## src/rtl/tod_alarm_pkg.sv

```systemverilog
package tod_alarm_pkg;
  localparam int BYTE_W = 8;
  localparam int FLD_W  = 7;   // compared bits of a time alarm byte
  localparam int DAY_W  = 6;   // compared bits of a day/date alarm byte
  localparam int MSK_B  = 7;   // mask bit in every alarm byte
  localparam int SEL_B  = 6;   // day/date select bit

  // control register bit positions (decoded by software)
  localparam int CB_OSC_OFF = 7;
  localparam int CB_BATT_EN = 5;
  localparam int CB_RATE_LO = 3;
  localparam int CB_INT_MOD = 2;
  localparam int CB_IE_LO   = 0;

  // status register bit positions
  localparam int SB_OSF     = 7;
  localparam int SB_FLAG_LO = 0;

  localparam logic [BYTE_W-1:0] CTRL_RST   = 8'h18;
  localparam logic [BYTE_W-1:0] CTRL_WMASK = 8'hBF;
  localparam logic [BYTE_W-1:0] ALL_MASKED = 8'h80;
endpackage

```

## src/rtl/tod_alarm_match.sv

```systemverilog
module tod_alarm_match
  import tod_alarm_pkg::*;
#(
  parameter bit NEED_SEC_ZERO = 1'b0
) (
  input  logic [FLD_W-1:0]  now_sec,
  input  logic [FLD_W-1:0]  now_min,
  input  logic [FLD_W-1:0]  now_hour,
  input  logic [DAY_W-1:0]  now_wday,
  input  logic [DAY_W-1:0]  now_mday,
  input  logic [BYTE_W-1:0] al_sec,
  input  logic [BYTE_W-1:0] al_min,
  input  logic [BYTE_W-1:0] al_hour,
  input  logic [BYTE_W-1:0] al_day,
  output logic              hit
);
  logic sec_ok, min_ok, hour_ok, day_ok, zero_ok;
  logic [DAY_W-1:0] day_src;

  assign sec_ok  = al_sec[MSK_B]  | (al_sec[FLD_W-1:0]  == now_sec);
  assign min_ok  = al_min[MSK_B]  | (al_min[FLD_W-1:0]  == now_min);
  assign hour_ok = al_hour[MSK_B] | (al_hour[FLD_W-1:0] == now_hour);
  assign day_src = al_day[SEL_B] ? now_wday : now_mday;
  assign day_ok  = al_day[MSK_B]  | (al_day[DAY_W-1:0]  == day_src);

  generate
    if (NEED_SEC_ZERO) begin : g_sec_zero
      assign zero_ok = (now_sec == '0);
    end else begin : g_any_sec
      assign zero_ok = 1'b1;
    end
  endgenerate

  assign hit = sec_ok & min_ok & hour_ok & day_ok & zero_ok;
endmodule

```

## src/rtl/tod_irq_out.sv

```systemverilog
module tod_irq_out #(
  parameter int N_RATES = 4,
  parameter int RS_W    = $clog2(N_RATES)
) (
  input  logic               clk,
  input  logic               rst,
  input  logic               int_mode,
  input  logic               batt_en,
  input  logic               on_backup,
  input  logic [RS_W-1:0]    rate_sel,
  input  logic [N_RATES-1:0] wave_taps,
  input  logic               irq_req,
  output logic               irq_oe
);
  logic wave;
  assign wave = wave_taps[rate_sel];

  always_ff @(posedge clk) begin
    if (rst)                        irq_oe <= 1'b0;
    else if (on_backup && !batt_en) irq_oe <= 1'b0;
    else if (int_mode)              irq_oe <= irq_req;
    else                            irq_oe <= ~wave;
  end
endmodule

```

## src/rtl/tod_alarm_unit.sv

```systemverilog
module tod_alarm_unit
  import tod_alarm_pkg::*;
#(
  parameter int N_RATES = 4
) (
  input  logic               clk,
  input  logic               rst,
  input  logic               tick_1hz,
  input  logic [6:0]         now_sec,
  input  logic [6:0]         now_min,
  input  logic [6:0]         now_hour,
  input  logic [5:0]         now_wday,
  input  logic [5:0]         now_mday,
  input  logic [7:0]         al1_sec,
  input  logic [7:0]         al1_min,
  input  logic [7:0]         al1_hour,
  input  logic [7:0]         al1_day,
  input  logic [7:0]         al2_min,
  input  logic [7:0]         al2_hour,
  input  logic [7:0]         al2_day,
  input  logic               ctrl_we,
  input  logic               stat_we,
  input  logic [7:0]         wr_data,
  input  logic               osc_stop,
  input  logic               on_backup,
  input  logic [N_RATES-1:0] wave_taps,
  output logic [7:0]         ctrl_q,
  output logic [7:0]         stat_q,
  output logic               irq_oe,
  output logic               irq_d
);
  localparam int RS_W = $clog2(N_RATES);
  localparam int NCH  = 2;

  logic [BYTE_W-1:0] ctrl_r;
  logic              osf_r;
  logic [NCH-1:0]    flag_r;
  logic [NCH-1:0]    hit;
  logic [BYTE_W-1:0] a_sec  [NCH];
  logic [BYTE_W-1:0] a_min  [NCH];
  logic [BYTE_W-1:0] a_hour [NCH];
  logic [BYTE_W-1:0] a_day  [NCH];

  assign a_sec[0]  = al1_sec;
  assign a_min[0]  = al1_min;
  assign a_hour[0] = al1_hour;
  assign a_day[0]  = al1_day;
  assign a_sec[1]  = ALL_MASKED;   // channel 2 has no seconds byte
  assign a_min[1]  = al2_min;
  assign a_hour[1] = al2_hour;
  assign a_day[1]  = al2_day;

  generate
    for (genvar ch = 0; ch < NCH; ch++) begin : g_ch
      tod_alarm_match #(.NEED_SEC_ZERO(ch == 1)) u_match (
        .now_sec (now_sec),
        .now_min (now_min),
        .now_hour(now_hour),
        .now_wday(now_wday),
        .now_mday(now_mday),
        .al_sec  (a_sec[ch]),
        .al_min  (a_min[ch]),
        .al_hour (a_hour[ch]),
        .al_day  (a_day[ch]),
        .hit     (hit[ch])
      );

      // sticky flag: set by a match on the tick, cleared only by a 0 write
      always_ff @(posedge clk) begin
        if (rst)                                         flag_r[ch] <= 1'b0;
        else if (tick_1hz && hit[ch])                    flag_r[ch] <= 1'b1;
        else if (stat_we && !wr_data[SB_FLAG_LO + ch])   flag_r[ch] <= 1'b0;
      end
    end
  endgenerate

  always_ff @(posedge clk) begin
    if (rst)          ctrl_r <= CTRL_RST;
    else if (ctrl_we) ctrl_r <= wr_data & CTRL_WMASK;
  end

  // oscillator-stop flag: edge set, write-zero clear, set on reset
  always_ff @(posedge clk) begin
    if (rst)
      osf_r <= 1'b1;
    else if (osc_stop || (ctrl_we && wr_data[CB_OSC_OFF] && !ctrl_r[CB_OSC_OFF]))
      osf_r <= 1'b1;
    else if (stat_we && !wr_data[SB_OSF])
      osf_r <= 1'b0;
  end

  tod_irq_out #(.N_RATES(N_RATES), .RS_W(RS_W)) u_out (
    .clk      (clk),
    .rst      (rst),
    .int_mode (ctrl_r[CB_INT_MOD]),
    .batt_en  (ctrl_r[CB_BATT_EN]),
    .on_backup(on_backup),
    .rate_sel (ctrl_r[CB_RATE_LO +: RS_W]),
    .wave_taps(wave_taps),
    .irq_req  (|(flag_r & ctrl_r[CB_IE_LO +: NCH])),
    .irq_oe   (irq_oe)
  );

  assign ctrl_q = ctrl_r;
  assign stat_q = {osf_r, {(BYTE_W-1-NCH){1'b0}}, flag_r};
  assign irq_d  = 1'b0;
endmodule

```

## config.mk

```make
export PLATFORM = sky130hd
export DESIGN_NAME = tod_alarm_unit
export DESIGN_NICKNAME = d
export VERILOG_FILES = /design/src/rtl/tod_alarm_pkg.sv /design/src/rtl/tod_alarm_match.sv /design/src/rtl/tod_irq_out.sv /design/src/rtl/tod_alarm_unit.sv
export SDC_FILE = /design/constraint.sdc
export NUM_CORES = 1
export LEC_CHECK = 0
export ABC_CLOCK_PERIOD_IN_PS = 1600
export BUFFER_PORTS_ARGS = -buffer_cell sky130_fd_sc_hd__buf_2
export CORE_MARGIN = 2
export CORE_UTILIZATION = 35
export CTS_CLUSTER_SIZE = 10
export DETAILED_ROUTE_END_ITERATION = 16
export PLACE_DENSITY = 0.83
export SLEW_MARGIN = 40
export SYNTH_ARGS = -nofsm -noshare
export SYNTH_HDL_FRONTEND = slang
export SYNTH_SLANG_ARGS = --single-unit
```

## constraint.sdc

```tcl
create_clock -name clk -period 1.6 [get_ports clk]
set_input_delay 0.08 -clock clk [delete_from_list [all_inputs] [get_ports clk]]
set_output_delay 0.08 -clock clk [all_outputs]
set_load 0.02 [all_outputs]
```

* Word level (Yosys, flattened, before mapping)
Cells that the tools add are included.
Cells by class: add/subtract/negate cells 0, $mul 0, div/mod/pow operators 0, order comparisons 1, equal/unequal tests 7, shifts and indexed selects 0, muxes and demuxes 9, bitwise gates (word level) 15, reductions and logical operators 20
Operators with widths (number):
- $eq A7 B7 Y1 | 5
- $eq A6 B6 Y1 | 2
- $mux W6 | 2
- $logic_and A1 B1 Y1 | 8
- $logic_not A7 Y1 | 1
- $or A1 B1 Y1 | 7
- $and A1 B1 Y1 | 6
- $mux W1 | 6
- $reduce_or A2 Y1 | 3
- $logic_not A1 Y1 | 5
- $reduce_bool A2 Y1 | 2
- $lt A2 B3 Y1 const B | 1
- $and A2 B2 Y2 | 1
- $bmux W1 S2 | 1
- $logic_or A1 B1 Y1 | 1
- $not A1 Y1 | 1
Storage, ports and cells: register bits 11, bits in latches 0, bits in writable memories 0, memory bits (read-only) 0, bits of input ports 108, output and inout bits 18, word-level logic and storage cells 57, memories kept 0

* Longest topological paths before layout
word-level depth 7, mapped depth 6, gate-level depth less buffers 5

* Hierarchy
From an unflattened synthesis, not the netlist that was laid out.
Unflattened totals: cell total of the unflattened synthesis 146, area total of the unflattened synthesis 1293.7 sq um
Modules (own cells, without submodules):
- tod_alarm_unit | times used 1, cells an instance 49, area each 450.4 sq um, sequential area each 200.2 sq um
- tod_alarm_match at g_ch[1].u_match | times used 1, cells an instance 47, area each 392.9 sq um, sequential area each 0.0 sq um
- tod_alarm_match at g_ch[0].u_match | times used 1, cells an instance 44, area each 376.6 sq um, sequential area each 0.0 sq um
- tod_irq_out | times used 1, cells an instance 6, area each 73.8 sq um, sequential area each 20.0 sq um

* Worst setup path after synthesis
Ideal clock, no wire load.
path type register to register, start point register ctrl_r[3], in the netlist ctrl_q[3], end point register u_out.irq_oe, library setup time 114 ps, arrival time 1320 ps, data required time 1486 ps, slack 166 ps, stages on the path, launching flop included 4, buffers on the path 0, period minus slack after synthesis 1434 ps, cells stage by stage dfxtp_1 > mux4_2 > nor2b_1 > a2111oi_0
On the way: longest elaborated chain between the ends 4
RTL lines:
- start: declaration | line tod_alarm_unit.sv:35 | logic [BYTE_W-1:0] ctrl_r;
- start signal: assignment | line tod_alarm_unit.sv:79 | else if (ctrl_we) ctrl_r <= wr_data & CTRL_WMASK;
- $bmux W1 S2 | line tod_irq_out.sv:16 | assign wave = wave_taps[rate_sel];
- $mux W1 (implied by the code) | line tod_irq_out.sv:16
- $not A1 Y1 | line tod_irq_out.sv:22 | else irq_oe <= ~wave;
- $mux W1 | line tod_irq_out.sv:21 | else if (int_mode) irq_oe <= irq_req;
- end signal: assignment | line tod_irq_out.sv:21
- end signal: assignment | line tod_irq_out.sv:22
- end: declaration | line tod_irq_out.sv:13 | output logic irq_oe
Every way passes these cells. The select of a mux whose other input is x is not followed. A chain may end at the register's enable or synchronous reset.

* Worst setup path after layout
Same ends and word-level chain as after synthesis.

==> impl_metrics.csv <==
group,metric,value,unit
yosys,yosys-mux-area-fraction,17.6,%
clock_tree,cts-resized-gates,0,
die,die_x,62.8,um
die,ios,126,
worst_setup_path,startpoint_type,"register",
detailed_routing,routed_wl,3320,um
timing,setup_tns,0,ns
place,dp.cells,288,
worst_hold_path,min_path_type,"in2reg",
place,globalplace.congestion,0.766,
clock_tree,clock-sinks,11,
yosys,yosysWarnings,0,
clock_tree,cts-buffers-inserted,3,
grt,grt_max_degree,9,
power_and_ir_drop,clock_power_share,21.6,%
clock_tree,clock_tree.buffer_depth,2,
worst_setup_path,worst-setup-path-type,"reg2reg",
yosys,syn_avg_cell_area,9.09,um^2
timing,final.setup.worst_slack,0.180,ns
cells_and_area,num_antenna_cells,0,
cells_and_area,final_cells,292,
yosys,synth_top_family_by_area,"XOR/XNOR gates",
die,start_util,36.2,%
clock_tree,hold_buffers,0,
die,std_cell_rows,21,
clock_tree,h-tree-depth,1,
power_and_ir_drop,switchingPower,0.000288,W
detailed_routing,drc,0,
timing,setup_viol,0,
clock_tree,cts_tree,"yes",
outcome,status,"completed",
yosys,syn_area,0.00121,mm^2
worst_setup_path,endpoint_kind,"register",
timing,min_period,1.42,ns
clock_tree,cts.clk_slew.worst_paths,0.07,ns
yosys,syn_inst,133,
detailed_routing,post_drt_wl_per_cell,11.4,um
die,fp.coreArea,0.00334,mm^2
power_and_ir_drop,pwr-share-comb,44.7,%
detailed_routing,first_pass_iters,4,
grt,grt_pass1_vias,1405,
detailed_routing,drt_iter0_drc,26,
power_and_ir_drop,ir_worst_vdd,0.355,mV
power_and_ir_drop,pwr-share-seq,33.7,%
timing,fin_skew,0.00342,ns
die,die-area,0.00394,mm^2
yosys,synth-simple-area-share,9.11,%
power_and_ir_drop,p_total,0.000881,W
yosys,yosysSeqAreaShare,18.2,%
grt,track_usage,17.0,%
detailed_routing,drtAntennaViolNets,0,
worst_setup_path,cp_max_fo,3,
timing,rsz0062_at_grt,"no",
cells_and_area,area_growth,48.6,%
grt,gr-total-overflow,0,
power_and_ir_drop,internal-power,0.000593,W
power_and_ir_drop,power.leakage,0.930,nW
clock_tree,clk_latency,0.26,ns
detailed_routing,vias,1342,
yosys,ys_types,24,
yosys,synth_seq_cells,11,
place,preCtsSetupSlack,0.136,ns
power_and_ir_drop,power_per_cell_area,491,mW/mm^2
timing,hold-worst-slack,0.0236,ns
worst_setup_path,arrival,1.56,ns
grt,antenna_found_initial,0,
timing,fmax,704,MHz
clock_tree,post-cts-setup-buffers,0,
detailed_routing,vias_per_cell,4.60,
yosys,synthAdderAreaFrac,0,%
timing,finalCritPeriodShare,88.7,%
yosys,synth-xor-area-share,34.1,%
grt,grt_pass1_wl,5500,um
place,dp_hpwl,3020,um
clock_tree,cts-root-buf,"clkbuf_4",
run,drv_cap,0,
cells_and_area,drive_gt1_share,50.0,%
cells_and_area,nets,355,
yosys,synth_compound_area_share,11.1,%
worst_setup_path,cp.required,1.74,ns
power_and_ir_drop,switching_share,32.7,%
place,port_buffers,117,
timing,drv_slew,0,
timing,hold_viol,0,
die,die_h,62.8,um
[flip-flops by register name (all words and copies together), names as in the netlist]
signal,flops
ctrl_q,7
osf_r,1
u_out.irq_oe,1
stat_q,2
[kinds of logic (layout without fill, tap and decap cells)]
logic type	after synthesis	count (layout)
XOR/XNOR	47	47
other	1	7
AO/OA/AOI/OAI	16	16
multiplexers	20	20
flip-flops	11	11
buffers and inverters	17	124
AND/OR/NAND/NOR	21	21
[cells in the mapped netlist]
master | count | share of area [%]
nor2b_1 | 2 | 1.0
a31oi_1 | 2 | 1.0
mux2i_1 | 19 | 16
nand4_1 | 2 | 1.0
xor2_1 | 23 | 17
nor2_1 | 6 | 1.9
dfxtp_1 | 11 | 18
inv_1 | 3 | 0.93
o41ai_2 | 2 | 2.7
buf_4 | 10 | 6.2
nor3_1 | 1 | 0.41
conb_1 | 1 | 0.31
nand2_1 | 2 | 0.62
o21ai_0 | 1 | 0.41
xnor2_1 | 24 | 17
o211ai_1 | 3 | 1.9
a41oi_1 | 4 | 2.9
a2111oi_0 | 1 | 0.72
a22oi_1 | 1 | 0.62
nor4_1 | 8 | 4.1
clkbuf_1 | 2 | 0.62
mux4_2 | 1 | 1.9
buf_6 | 2 | 1.9
a21oi_1 | 2 | 0.83
[power groups by stage]
stage	Sequential, W	Clock (W)	Combinational, W
2_1_floorplan	0.000314	0	0.000215
3_3_place_gp	0.000303	0	0.000387
3_5_place_dp	0.000304	0	0.000396
4_1_cts	0.000297	0.000197	0.000398
5_1_grt	0.000299	0.000225	0.000432
6_report	0.000297	0.000190	0.000393
[final timing paths]
check	startpoint	to	slack [ns]	depth (start not counted)
hold reg to reg	ctrl_q[2]	u_out.irq_oe	0.52	1
hold / removal	osc_stop	osf_r	0.02	3
setup / recovery	ctrl_q[3]	u_out.irq_oe	0.18	3
setup reg to reg	ctrl_q[3]	u_out.irq_oe	0.18	3
[area by class of cell]
type / instances / area [um^2]
fill: 347 / 1540
multi-input combinational: 111 / 895
timing repair buffer: 117 / 586
sequential: 11 / 220
tap: 46 / 57.6
clock buffer: 4 / 26.3
inverter: 3 / 11.3
[cells in the final DEF, fill, tap and decap left out]
cell type / count
buf_2: 117
xnor2_1: 24
xor2_1: 23
mux2i_1: 19
dfxtp_1: 11
nor4_1: 8
conb_1: 7
nor2_1: 6
a41oi_1: 4
inv_1: 3
o211ai_1: 3
clkbuf_4: 3
nand2_1: 2
a31oi_1: 2
nand4_1: 2
o41ai_2: 2
a21oi_1: 2
nor2b_1: 2
nor3_1: 1
o21ai_0: 1
a22oi_1: 1
mux4_2: 1
a2111oi_0: 1
clkbuf_1: 1
[through the flow]
step	util [%]	cell area (um^2)
floorplan	-	1230
global placement	53.0	1770
detailed placement	53.0	1770
CTS	53.8	1800
global route	53.8	1800
finish	53.8	1800
[routing by layer]
metal,GRT usage (%),up-vias,part of all wire [%]
met3,4.68,2,8.7
met4,3.06,0,0.27
met5,0,-,0
met2,34.1,65,55
li1,-,683,-
met1,17.4,592,36
[critical path, cell delays in order (launching register included)]
cell and delay, ns:
dfxtp_1 0.36, mux4_2 0.50, nor2b_1 0.14, a2111oi_0 0.30
(Power assumes the default switching activity.)
